**config.mk**
```make
export PLATFORM = sky130hd
export DESIGN_NAME = dev_rst_seq
export DESIGN_NICKNAME = d
export VERILOG_FILES = /design/src/rtl/rsq_pkg.sv /design/src/rtl/rsq_cmd_dec.sv /design/src/rtl/rsq_fsm.sv /design/src/rtl/rsq_outmap.sv /design/src/rtl/dev_rst_seq.sv
export SDC_FILE = /design/constraint.sdc
export NUM_CORES = 1
export LEC_CHECK = 0
export ABC_AREA = 1
export CAP_MARGIN = 20
export CORE_AREA = 10 10 47 49
export CTS_CLUSTER_DIAMETER = 40
export DETAILED_ROUTE_END_ITERATION = 12
export DIE_AREA = 0 0 57 59
export DONT_BUFFER_PORTS = 1
export PLACE_DENSITY_LB_ADDON = 0.2
export SKIP_LAST_GASP = 1
export SYNTH_ARGS = -nofsm -noshare
export SYNTH_HDL_FRONTEND = slang
export SYNTH_HIERARCHICAL = 1
export SYNTH_SLANG_ARGS = --single-unit
```
**constraint.sdc**
```tcl
create_clock -name clk -period 1.3 [get_ports clk]
set_clock_uncertainty 0.2 [all_clocks]
set_input_delay 0 -clock clk [delete_from_list [all_inputs] [get_ports clk]]
set_output_delay 0 -clock clk [all_outputs]
set_load 0.02 [all_outputs]
```
**src/rtl/rsq_pkg.sv**
```systemverilog
package rsq_pkg;

    typedef enum logic [2:0] {
        RS_LINK_HOLD = 3'd0,
        RS_SELFTEST  = 3'd1,
        RS_IDLE      = 3'd2,
        RS_CMD_TEST  = 3'd3,
        RS_QUIESCE   = 3'd4,
        RS_SEND_OK   = 3'd5,
        RS_SEND_ERR  = 3'd6
    } rsq_state_e;

    typedef struct packed {
        rsq_state_e st;
        logic       idle_pls;
    } rsq_regs_t;

    typedef struct packed {
        logic is_diag;
        logic is_reset;
    } rsq_cmd_t;

endpackage

```
**src/rtl/rsq_cmd_dec.sv**
```systemverilog
module rsq_cmd_dec
    import rsq_pkg::*;
#(
    parameter int CMD_W       = 2,
    parameter int CODE_DIAG   = 1,
    parameter int CODE_DEVRST = 2
) (
    input  logic             cmd_valid,
    input  logic [CMD_W-1:0] cmd_class,
    output rsq_cmd_t         dec
);

    localparam logic [CMD_W-1:0] DIAG_C   = CMD_W'(CODE_DIAG);
    localparam logic [CMD_W-1:0] DEVRST_C = CMD_W'(CODE_DEVRST);

    always_comb begin
        dec.is_diag  = cmd_valid && (cmd_class == DIAG_C);
        dec.is_reset = cmd_valid && (cmd_class == DEVRST_C);
    end

endmodule

```
**src/rtl/rsq_fsm.sv**
```systemverilog
module rsq_fsm
    import rsq_pkg::*;
(
    input  logic      clk,
    input  logic      rst,
    input  logic      link_rst,
    input  logic      soft_rst,
    input  rsq_cmd_t  dec,
    input  logic      diag_done,
    input  logic      diag_pass,
    input  logic      halted,
    input  logic      sts_ack,
    output rsq_regs_t regs
);

    rsq_regs_t r_d, r_q;

    always_comb begin
        r_d          = r_q;
        r_d.idle_pls = 1'b0;
        if (link_rst) begin
            r_d.st = RS_LINK_HOLD;
        end else begin
            unique case (r_q.st)
                RS_LINK_HOLD: r_d.st = RS_SELFTEST;
                RS_SELFTEST, RS_CMD_TEST: begin
                    if (soft_rst)       r_d.st = RS_LINK_HOLD;
                    else if (diag_done) r_d.st = diag_pass ? RS_SEND_OK : RS_SEND_ERR;
                end
                RS_IDLE: begin
                    if (dec.is_diag)       r_d.st = RS_CMD_TEST;
                    else if (dec.is_reset) r_d.st = RS_QUIESCE;
                end
                RS_QUIESCE: begin
                    if (soft_rst)    r_d.st = RS_LINK_HOLD;
                    else if (halted) r_d.st = RS_SEND_OK;
                end
                RS_SEND_OK, RS_SEND_ERR: begin
                    if (soft_rst) begin
                        r_d.st = RS_LINK_HOLD;
                    end else if (sts_ack) begin
                        r_d.st       = RS_IDLE;
                        r_d.idle_pls = 1'b1;
                    end
                end
                default: r_d.st = RS_LINK_HOLD;
            endcase
        end
    end

    always_ff @(posedge clk) begin
        if (rst) begin
            r_q <= '{st: RS_LINK_HOLD, idle_pls: 1'b0};
        end else begin
            r_q <= r_d;
        end
    end

    assign regs = r_q;

endmodule

```
**src/rtl/rsq_outmap.sv**
```systemverilog
module rsq_outmap
    import rsq_pkg::*;
(
    input  rsq_state_e st,
    output logic       sts_req,
    output logic       sts_good,
    output logic       halt_req
);

    always_comb begin
        sts_req  = (st == RS_SEND_OK) || (st == RS_SEND_ERR);
        sts_good = (st == RS_SEND_OK);
        halt_req = (st == RS_QUIESCE);
    end

endmodule

```
**src/rtl/dev_rst_seq.sv**
```systemverilog
module dev_rst_seq
    import rsq_pkg::*;
#(
    parameter int CMD_W       = 2,
    parameter int CODE_DIAG   = 1,
    parameter int CODE_DEVRST = 2
) (
    input  logic             clk,
    input  logic             rst,
    input  logic             link_rst,
    input  logic             soft_rst,
    input  logic             cmd_valid,
    input  logic [CMD_W-1:0] cmd_class,
    input  logic             diag_done,
    input  logic             diag_pass,
    input  logic             halted,
    input  logic             sts_ack,
    output logic             sts_req,
    output logic             sts_good,
    output logic             halt_req,
    output logic             idle_pulse
);

    rsq_cmd_t  dec;
    rsq_regs_t regs;

    rsq_cmd_dec #(
        .CMD_W      (CMD_W),
        .CODE_DIAG  (CODE_DIAG),
        .CODE_DEVRST(CODE_DEVRST)
    ) u_dec (
        .cmd_valid(cmd_valid),
        .cmd_class(cmd_class),
        .dec      (dec)
    );

    rsq_fsm u_fsm (
        .clk      (clk),
        .rst      (rst),
        .link_rst (link_rst),
        .soft_rst (soft_rst),
        .dec      (dec),
        .diag_done(diag_done),
        .diag_pass(diag_pass),
        .halted   (halted),
        .sts_ack  (sts_ack),
        .regs     (regs)
    );

    rsq_outmap u_out (
        .st      (regs.st),
        .sts_req (sts_req),
        .sts_good(sts_good),
        .halt_req(halt_req)
    );

    assign idle_pulse = regs.idle_pls;

endmodule

```
======== Yosys cells after proc, flatten, opt, wreduce, memory -nomap -nowiden ========
Cells that the tools add are included.
word-level totals
  register bits after elaboration ......... 4
cells by class
  reductions and logical operators ........ 9
  bitwise operators ....................... 1
  equal/unequal tests ..................... 12
  muxes and demuxes ....................... 10
operators with widths
  cell                number
  $mux 3              7
  $pmux 3 s5          1
  $ne 3x3->1 const B  4
  $eq 3x3->1 const B  3
  $eq 3x2->1 const B  2
  $reduce_or 2->1     3
  $mux 4              1
  $reduce_and 4->1    1
  $reduce_or 4->1     1
  $eq 3x1->1 const B  1
  $logic_not 3->1     1
  $eq 2x1->1 const B  1
  $eq 2x2->1 const B  1
  $logic_and 1x1->1   2
  $mux 2              1
  $logic_or 1x1->1    1
  $not 1->1           1

======== Depth between registers and ports, before layout ========
  depth after elaboration ................. 5
  gate-level depth with buffers ........... 9
  gate-level depth less buffers ........... 9

======== Modules after synthesis ========
The synthesis kept the hierarchy.
modules (own cells, without submodules)
  module       instances  seq. area each (sq um)  area an instance (sq um)  cells each
  rsq_fsm      1          80.1                    311.5                     54
  rsq_outmap   1          0.0                     37.5                      7
  rsq_cmd_dec  1          0.0                     15.0                      4

======== Worst setup path before layout ========
OpenSTA, ideal clock, no wires.
  kind .................................... reg-to-reg
  start point ............................. reg u_fsm.r_q, in the netlist u_fsm/regs[3]
  end point ............................... reg u_fsm.r_q, in the netlist u_fsm/regs[2]
  clock period less this slack ............ 1.296 ns
  required time ........................... 1.030 ns
  stages on the path, launching flop included .. 9
  arrival time ............................ 1.027 ns
  setup time .............................. 0.070 ns
  path slack .............................. 0.004 ns
  buffers on the path ..................... 0
  cells stage by stage .................... dfxtp_1 > inv_1 > nor2_2 > nand2_2 > nor2_4 > inv_2 > nand2_2 > nand2_1 > a21oi_1
on the way
  cells in the longest elaborated chain, start to end .. 4
RTL lines
  what                                line           RTL
  start, declared                     rsq_fsm.sv:16  rsq_regs_t r_d, r_q;
  start signal, assigned              rsq_fsm.sv:53  r_q <= '{st: RS_LINK_HOLD, idle_pls: 1'b0};
  start signal, assigned              rsq_fsm.sv:55  r_q <= r_d;
  $eq 3x3->1 (tied with other cells)  rsq_fsm.sv:24  unique case (r_q.st)
  $reduce_or 2->1                     rsq_fsm.sv:24
  $ne 3x3->1 (no source line)         -
  $reduce_and 4->1 (no source line)   -
Parallel ways exist; a longest one is shown, timed or not.
A chain may end at the register's enable or synchronous reset.

======== Worst setup path after layout ========
  start point ............................. reg u_fsm.r_q, in the netlist u_fsm/regs[2]
  end point ............................... reg u_fsm.r_q, in the netlist u_fsm/regs[2]
Same word-level chain as after synthesis.

==> reports/results.tsv <==
metric	value	unit
outcome	finished with violations	
failing checks	hold timing, setup timing	
#FFs+latches synth	4	
Via Count	436	
final hold slack	-0.225	ns
RSZ-0062 raised after global routing	yes	
Setup TNS	-0.00569	ns
# hold bufs at CTS	1	
crit path kind	register to register	
DRC Markers	0	
clock sinks	4	
starting density of the core	0.260	
die width	57	um
Pre-antenna DRT Iters	4	
P per Cell Area	690	nW/um2
Synth Warn #	6	
initial antenna violation count	0	
Arrival @ worst endpoint	1.26	ns
Slew headroom	0.857	
fill count	168	
CP max FO	4	
Slew Viols, Final	0	
Post-DRT Antenna Nets	0	
Die H	59	um
Avg Synthesized Cell Area	5.60	um2
placed cells	86	
syn nets	76	
largest net degree at the start of global routing	7	
leak pwr	0.230	nW
mapped cell area	364	um2
DP Area	422	um2
CTS HTree Levels	1	
Hold Fails Final Rpt	4	
max cap viols	0	
first-pass GRT wire length	1550	um
Core Area	1400	um2
antenna cell count	0	
Layout area overhead	39.9	%
Bufs on Longest Clock Path	2	
non-filler cells in the finished layout	91	
share of cells above drive strength 1	0.360	
worst path bufs/invs	0	
worst-path cell chain	nor2_4, nor2_2, nand2_2, nor2_4, nor2_2, nand2_1, a21oi_1	
Reg clk slew, reported paths	0.04	ns
vias in the first global route	403	
grt ovf	0	
FP Rows	14	
worst-margin pin slew	0.214	ns
fin crit share	1.00	
critical path startpoint category	register	
CTS tree	yes	
die area	3360	um2
DP Worst Slack	-0.0974	ns
Final Cell Area	509	um2
Mapped Cells	65	
type of destination of the critical path	register	
Seq/Total Area, Yosys	0.220	
critical path's top delay family	simple AND/OR/NAND/NOR gates	
Worst VDD drop	0.258	mV
CTS root buf	clkbuf_4	
worst skew pair latency	0.23	ns
final setup vio count	1	
Vias/cell	4.79	
HP Class	input pin to register	
Port Buffers	0	
Routed WL	981	um
io pins	15	
Nets	88	
Setup WS post-layout	-0.00569	ns
Max stage delay on crit path	0.36	ns
CP max-delay cell	dfxtp_4	
GPL Wtd Cong	0.815	
drt first-iter violations	11	
highest clock rate	0.766	GHz
HPWL after DPL	777	um
library cells used by synthesis	15	
max reg flops	4	
TritonCTS buffer count	3	
CP required	1.26	ns
Tot Pwr	0.352	mW
Final min period	1.31	ns
Routed WL per cell	10.8	um
aggregate global-route resource usage	0.0552	
==> layer usage <==
| layer | global-route usage | wire length [um] | up-vias |
|---|---|---|---|
| met4 | 0.0302 | 20 | 0 |
| met1 | 0.0556 | 405 | 191 |
| met2 | 0.0977 | 498 | 14 |
| li1 | - | - | 227 |
| met3 | 0.0193 | 57 | 4 |
| met5 | 0 | 0 | - |
==> logic make-up (layout without fill, tap and decap cells) <==
family,count (synthesis),in the layout,synth area share
DFF,4,4,0.220
buffers and inverters,10,20,0.103
AOI/OAI and AO/OA,7,7,0.103
and+or+nand+nor,44,44,0.574
==> cells in the final DEF, fill, tap and decap left out <==
master and instances:
buf_4 4, nand2_2 3, nor2_2 3, nor2_4 3, nor3_1 1, o211ai_1 1, nand3_1 8, o21ai_0 3
clkbuf_4 3, nand2_1 16, nor3b_4 1, buf_6 2, dlygate4sd3_1 1, nand3_2 1, inv_1 7, or2_2 1
dfxtp_4 3, dfxtp_1 1, a21oi_1 3, nor2_1 7, inv_2 3
==> through the flow <==
stage               hold WS, ns  utilization
floorplan               -0.0505            -
global placement        -0.0295        0.301
detailed placement      -0.0331        0.301
CTS                      -0.229        0.338
global route             -0.241        0.363
finish                   -0.225        0.363
==> synth_stat cells, drive strengths merged <==
cell type,count,area (um2)
nor3,1,5.00
o21ai,3,15.0
o211ai,1,7.51
nand2,19,76.3
or2,1,6.26
a21oi,3,15.0
nor2,13,63.8
dfxtp,4,80.1
nand3,9,45.0
nor3b,1,12.5
inv,10,37.5
==> worst register-to-register path: cells and delay by family, from the launching register on <==
family	cells	cell delay [ns]
AND/OR/NAND/NOR	6	0.54
AO/OA/AOI/OAI	1	0.14
flip-flops	1	0.36
==> power by group <==
part | internal (mW) | total [mW] | leakage [nW] | switching, mW
combinational | 0.0310 | 0.0694 | 0.182 | 0.0384
sequential | 0.123 | 0.131 | 0.0347 | 0.00778
clock | 0.103 | 0.151 | 0.0138 | 0.0484
total | 0.257 | 0.352 | 0.230 | 0.0945
==> repair_timing <==
item | 4_1_cts | 5_1_grt
endpoints found under the setup margin | 5 | 4
buffers inserted | 0 | 1
resized for setup | 8 | 9
endpoints found under the hold margin | 4 | 4
pin swaps | 1 | 2
==> area by class of cell <==
| class | instances | area (um2) | share of cell area |
|---|---|---|---|
| inverter | 10 | 37.5 | 0.0737 |
| timing repair buffer | 7 | 62.6 | 0.123 |
| multi-input combinational | 51 | 275 | 0.541 |
| clock buffer | 3 | 22.5 | 0.0442 |
| sequential | 4 | 91.3 | 0.179 |
| tap | 16 | 20.0 | 0.0393 |
==> path summary, 6_finish.rpt <==
kind / start / endpoint / slack [ns] / cells past startpoint
max: u_fsm/regs[2] / u_fsm/regs[2] / -0.006 / 7
min: link_rst / u_fsm/regs[3] / -0.22 / 2
max reg2reg: u_fsm/regs[2] / u_fsm/regs[2] / -0.006 / 7
min reg2reg: u_fsm/regs[1] / u_fsm/regs[1] / 0.37 / 2
No activity file was read; power rests on OpenSTA's default activity.
